`config.mk`:
```
export PLATFORM = sky130hd
export DESIGN_NAME = trig_capture_path
export DESIGN_NICKNAME = d
export VERILOG_FILES = /design/src/rtl/trig_path_pkg.sv /design/src/rtl/trig_edge_sync.sv /design/src/rtl/trig_hold_fsm.sv /design/src/rtl/trig_sample_delay.sv /design/src/rtl/trig_fixed_delay.sv /design/src/rtl/trig_capture_path.sv
export SDC_FILE = /design/constraint.sdc
export NUM_CORES = 1
export LEC_CHECK = 0
export ABC_AREA = 1
export BUFFER_PORTS_ARGS = -buffer_cell sky130_fd_sc_hd__buf_2
export CAP_MARGIN = 25
export CORE_AREA = 2 2 39 41
export CTS_CLUSTER_DIAMETER = 50
export DETAILED_ROUTE_END_ITERATION = 10
export DIE_AREA = 0 0 41 43
export SYNTH_ARGS = -nofsm -noshare
export SYNTH_HDL_FRONTEND = slang
export SYNTH_SLANG_ARGS = --single-unit
```
`constraint.sdc`:
```
create_clock -name clk -period 0.9 [get_ports clk]
set_clock_uncertainty 0.05 [all_clocks]
set_input_delay 0.135 -clock clk [delete_from_list [all_inputs] [get_ports clk]]
set_output_delay 0.135 -clock clk [all_outputs]
set_load 0.005 [all_outputs]
```
`src/rtl/trig_path_pkg.sv`:
```
package trig_path_pkg;

    typedef enum logic {
        EDGE_LOW  = 1'b0,
        EDGE_HIGH = 1'b1
    } edge_state_t;

    typedef enum logic {
        HOLD_IDLE = 1'b0,
        HOLD_PEND = 1'b1
    } hold_state_t;

endpackage

```
`src/rtl/trig_edge_sync.sv`:
```
module trig_edge_sync
    import trig_path_pkg::*;
#(
    parameter int SYNC_STAGES = 2
) (
    input  logic clk,
    input  logic rst_n,
    input  logic pin_async,
    output logic rise_pulse
);

    localparam int LAST = SYNC_STAGES - 1;

    logic [SYNC_STAGES-1:0] sync_q;
    logic                   level_s;
    edge_state_t            state_q;
    edge_state_t            state_d;

    always_ff @(posedge clk or negedge rst_n) begin
        if (!rst_n) begin
            sync_q <= '0;
        end else begin
            sync_q[0] <= pin_async;
            for (int i = 1; i < SYNC_STAGES; i++) begin
                sync_q[i] <= sync_q[i-1];
            end
        end
    end

    assign level_s = sync_q[LAST];

    always_comb begin
        state_d = state_q;
        unique case (state_q)
            EDGE_LOW:  if (level_s)  state_d = EDGE_HIGH;
            EDGE_HIGH: if (!level_s) state_d = EDGE_LOW;
            default:   state_d = EDGE_LOW;
        endcase
    end

    always_ff @(posedge clk or negedge rst_n) begin
        if (!rst_n) state_q <= EDGE_LOW;
        else        state_q <= state_d;
    end

    always_comb begin
        rise_pulse = 1'b0;
        unique case (state_q)
            EDGE_LOW:  rise_pulse = level_s;
            EDGE_HIGH: rise_pulse = 1'b0;
            default:   rise_pulse = 1'b0;
        endcase
    end


    edge_single_chk: assert property (@(posedge clk) disable iff (!rst_n)
        rise_pulse |=> !rise_pulse);

endmodule

```
`src/rtl/trig_hold_fsm.sv`:
```
module trig_hold_fsm
    import trig_path_pkg::*;
(
    input  logic clk,
    input  logic rst_n,
    input  logic smp_valid,
    input  logic req,
    output logic held,
    output logic hit
);

    hold_state_t state_q;
    hold_state_t state_d;

    always_comb begin
        state_d = state_q;
        unique case (state_q)
            HOLD_IDLE: if (req && !smp_valid) state_d = HOLD_PEND;
            HOLD_PEND: if (smp_valid)         state_d = HOLD_IDLE;
            default:   state_d = HOLD_IDLE;
        endcase
    end

    always_ff @(posedge clk or negedge rst_n) begin
        if (!rst_n) state_q <= HOLD_IDLE;
        else        state_q <= state_d;
    end

    always_comb begin
        held = 1'b0;
        unique case (state_q)
            HOLD_IDLE: held = req;
            HOLD_PEND: held = 1'b1;
            default:   held = 1'b0;
        endcase
        hit = held && smp_valid;
    end


    pend_latch_chk: assert property (@(posedge clk) disable iff (!rst_n)
        (req && !smp_valid) |=> (state_q == HOLD_PEND));


    pend_keep_chk: assert property (@(posedge clk) disable iff (!rst_n)
        ((state_q == HOLD_PEND) && !smp_valid) |=> held);


    pend_clear_chk: assert property (@(posedge clk) disable iff (!rst_n)
        smp_valid |=> (state_q == HOLD_IDLE));

endmodule

```
`src/rtl/trig_sample_delay.sv`:
```
module trig_sample_delay #(
    parameter int DEPTH = 2
) (
    input  logic clk,
    input  logic rst_n,
    input  logic smp_valid,
    input  logic din,
    output logic dout
);

    logic [DEPTH-1:0] stage_q;

    generate
        for (genvar g = 0; g < DEPTH; g++) begin : g_stage
            if (g == 0) begin : g_first
                always_ff @(posedge clk or negedge rst_n) begin
                    if (!rst_n)         stage_q[0] <= 1'b0;
                    else if (smp_valid) stage_q[0] <= din;
                end
            end else begin : g_next
                always_ff @(posedge clk or negedge rst_n) begin
                    if (!rst_n)         stage_q[g] <= 1'b0;
                    else if (smp_valid) stage_q[g] <= stage_q[g-1];
                end
            end
        end
    endgenerate

    assign dout = stage_q[DEPTH-1];


    sample_hold_chk: assert property (@(posedge clk) disable iff (!rst_n)
        !smp_valid |=> $stable(dout));

endmodule

```
`src/rtl/trig_fixed_delay.sv`:
```
module trig_fixed_delay #(
    parameter int CYCLES = 3
) (
    input  logic clk,
    input  logic rst_n,
    input  logic din,
    output logic dout
);

    generate
        if (CYCLES == 0) begin : g_pass
            assign dout = din;
        end else begin : g_pipe
            logic [CYCLES-1:0] pipe_q;
            always_ff @(posedge clk or negedge rst_n) begin
                if (!rst_n) begin
                    pipe_q <= '0;
                end else begin
                    pipe_q[0] <= din;
                    for (int i = 1; i < CYCLES; i++) begin
                        pipe_q[i] <= pipe_q[i-1];
                    end
                end
            end
            assign dout = pipe_q[CYCLES-1];
        end
    endgenerate

endmodule

```
`src/rtl/trig_capture_path.sv`:
```
module trig_capture_path #(
    parameter int SYNC_STAGES   = 2,
    parameter int DELAY_SAMPLES = 2,
    parameter int FIX_CYCLES    = 3
) (
    input  logic clk,
    input  logic rst_n,
    input  logic smp_valid,
    input  logic int_trig,
    input  logic ext_trig_pin,
    output logic trig_held,
    output logic trig_cascade,
    output logic trig_sample,
    output logic trig_capture
);

    logic ext_rise;
    logic any_req;
    logic sample_hit;

    trig_edge_sync #(.SYNC_STAGES(SYNC_STAGES)) u_edge (
        .clk        (clk),
        .rst_n      (rst_n),
        .pin_async  (ext_trig_pin),
        .rise_pulse (ext_rise)
    );

    assign any_req = int_trig | ext_rise;

    trig_hold_fsm u_hold (
        .clk       (clk),
        .rst_n     (rst_n),
        .smp_valid (smp_valid),
        .req       (any_req),
        .held      (trig_held),
        .hit       (sample_hit)
    );

    always_ff @(posedge clk or negedge rst_n) begin
        if (!rst_n) trig_cascade <= 1'b0;
        else        trig_cascade <= trig_held;
    end

    trig_sample_delay #(.DEPTH(DELAY_SAMPLES)) u_sdly (
        .clk       (clk),
        .rst_n     (rst_n),
        .smp_valid (smp_valid),
        .din       (sample_hit),
        .dout      (trig_sample)
    );

    trig_fixed_delay #(.CYCLES(FIX_CYCLES)) u_fdly (
        .clk   (clk),
        .rst_n (rst_n),
        .din   (trig_sample),
        .dout  (trig_capture)
    );


    int_req_held_chk: assert property (@(posedge clk) disable iff (!rst_n)
        int_trig |-> trig_held);


    cascade_rise_chk: assert property (@(posedge clk) disable iff (!rst_n)
        trig_held |=> trig_cascade);

endmodule

```
==> results.md <==
- Outcome: finished with violations
- Failing checks: setup timing
- Psw: 221 uW
- Die width: 41 um
- FMAX: between 0.8 and 0.9 GHz
- GRT Total Usage: 0.0793
- Hpwl dp: 309 um
- Max Slew Vio Count: 0
- Wire length per cell: 8.85 um
- # port buffers: 8
- Register bit count reported by yosys: 10
- Fin crit period: 1.12 ns
- Min Hold Slack: around 0.025 ns
- Syn_nets: 27
- Worst Setup Start Kind: flip-flop
- # setup viols final: 7
- Slew at the pin with the worst max-slew slack: 0.219 ns
- Synth area leader: dfrtp_1
- Pin count of the biggest net entering global routing: 11
- TritonCTS clock tree: yes
- DR vias/cell: 3.57
- First-pass GRT wire length: 848 um
- GP Congestion: 0.594
- Min-delay worst type: primary input to flip-flop
- Core Rows: 14
- Critical path, cell by cell: inv_1 > nand2_2 > nand2_2 > buf_2
- Core box area: 1380 sq um
- Initial core utilization: 0.220
- Crit end category: output pin
- Slowest stage delay, CP: 0.37 ns
- VDD IR-drop max: 1470 uV
- CP max FO: 2
- DP Area: 364 sq um
- CP arrival: 0.94 ns
- Clk network pwr share: 0.394
- Final Hold Viols: 0
- Commonest cells in the netlist: dfrtp_1, nand2_1, inv_1, nand2_2
- Worst EP required: 0.71 ns
- Critical path type: flip-flop to output pin
- Worst-Skew Late Latency: 0.26 ns
- Remaining DRCs: 0
- Drt initial violations: 0
- Clock Path Buffers: 2
- Clk root buf: clkbuf_4
- Leak: ~0.26 nW
- Syn Inst Count: 22
- Most frequent cell after synthesis: dfrtp_1
- ANT nets after route: 0
- RSZ-0062 raised after global routing: yes
- Drt pass-1 iters: 1
- Final Cell Area: 503 sq um
- Die ar.: 1760 sq um
- Slew HR: 0.854
- Fraction of layout cells with a size suffix above 1: 0.568
- N_diodes: 0
- Cell Pwr Density: a little over 2000 nW/um^2
- Clk sinks: 10
- Synth Flop Type: dfrtp_1
- Fillers: 150
- Library cells used by synthesis: 6
- Flop pwr share: 0.489
- Post-Route Utilization: 0.363
- Vias: 214
- Layout area overhead: 65.4%
- CP max stage cell: dfrtp_1
- CTS clock-pin slew for the worst setup and hold paths: about 0.070 ns
- CP Buf/Inv Count: 2
- Die Y: between 40 and 50 um
- GR Overflow Total: 0
- CP most frequent cell: nand2_2
- Initial antenna violation count: 0
- Ys Warns: 0
- Synthesized cell area: 304 sq um
- Synth Area per Inst: 13.8 sq um
- Final setup margin: -0.220 ns
- Final nets: 50
- Period utilisation layout: 1.24
- Power, Total: 1.03 mW
- Inserted Clock Buffers: 3
- Internal: 806 uW
- Vias in the first global route: 203
- CP delay by family, top: flip-flops
- EDFF count, synth: 0
- Synth async-reset ratio: 1.00
- Net Sw Frac: 0.215
- Pre-CTS setup slack: 0.0255 ns
- Yosys top cell area share: 0.823
- Comb power frac: 0.118
- Total Routed Length: 531 um
- # IOs: 9
- Register area share after synthesis: 0.823
- Maxcap violations: 0
- Main area contributors after synthesis: dfrtp_1, nand2_1, nand2_2, inv_1, nor2_2
- Htree depth: 1
==> stage by stage <==
step / std cells / TNS, ns
floorplan: 22 / 0
global placement: 46 / 0
detailed placement: 46 / 0
CTS: 59 / -0.491
global route: 60 / -0.863
finish: 60 / -0.526
==> final cells by class <==
| type | instances | area [sq um] | area share |
|---|---|---|---|
| clock buffers | 4 | 36.3 | 0.0721 |
| inverters | 2 | 7.51 | 0.0149 |
| multi-input cells | 10 | 57.6 | 0.114 |
| flip-flops and latches | 10 | 250 | 0.498 |
| well taps | 16 | 20.0 | 0.0398 |
| repair buffers | 18 | 131 | 0.261 |
==> logic make-up (layout without fill, tap and decap cells) <==
group | Yosys count | after routing | share of synthesized area
AO/OA/AOI/OAI | 1 | 1 | 0.0164
buffers and inverters | 2 | 24 | 0.0247
flip-flops | 10 | 10 | 0.823
AND/OR/NAND/NOR | 9 | 9 | 0.136
==> cell usage in the layout (no fill, tap or decap) <==
| master | netlist | final |
|---|---|---|
| a21oi_2 | 0 | 1 |
| buf_2 | 0 | 8 |
| buf_4 | 0 | 5 |
| buf_6 | 0 | 3 |
| clkbuf_4 | 0 | 3 |
| clkbuf_8 | 0 | 1 |
| dfrtp_1 | 10 | 10 |
| dlygate4sd3_1 | 0 | 2 |
| inv_1 | 2 | 2 |
| nand2_1 | 6 | 5 |
| nand2_2 | 2 | 3 |
| nor2_4 | 0 | 1 |
==> layer usage <==
| layer | up-vias | track usage | routed length (um) |
|---|---|---|---|
| met5 | - | 0 | 0 |
| met4 | 0 | 0.0200 | 0 |
| met3 | 0 | 0.0785 | 63 |
| met2 | 11 | 0.0969 | 235 |
| met1 | 95 | 0.0970 | 232 |
| li1 | 108 | - | - |
==> power by group through the flow <==
stage	logic (mW)	registers [mW]	clock network, mW
detailed placement	0.0613	0.510	0
finish	0.121	0.502	0.404
floorplan	0.0216	0.511	0
global placement	0.0602	0.510	0
CTS	0.110	0.501	0.419
global route	0.137	0.507	0.433
==> final timing paths <==
check | startpoint | endpoint | slack (ns) | depth (start not counted)
min | smp_valid | u_hold.state_q$_DFF_PN0_ | 0.02 | 2
min reg2reg | u_edge.sync_q[0]$_DFF_PN0_ | u_edge.sync_q[1]$_DFF_PN0_ | 0.29 | 0
min in group asynchronous | rst_n | u_fdly.g_pipe.pipe_q[2]$_DFF_PN0_ | 0.20 | 2
max reg2reg | u_hold.state_q$_DFF_PN0_ | u_sdly.stage_q[0]$_DFFE_PN0P_ | -0.12 | 6
max | u_edge.state_q$_DFF_PN0_ | trig_held | -0.22 | 4
max in group asynchronous | rst_n | u_sdly.dout$_DFFE_PN0P_ | 0.41 | 2
==> flip-flops by register name (all words and copies together) (netlist names) <==
name,flops
u_edge.state_q,1
trig_cascade,1
u_sdly.stage_q,1
u_fdly.g_pipe.pipe_q,3
u_edge.sync_q,2
u_hold.state_q,1
u_sdly.dout,1
==> timing repair <==
action / 4_1_cts / 5_1_grt
gates resized for setup: 4 / 4
endpoints found under the hold margin: 11 / 0
endpoints found under the setup margin: 4 / 6
hold buffers: 2 / 0
setup buffers: 7 / 3
pin swaps: 3 / 0
No activity file was read; power rests on OpenSTA's default activity.
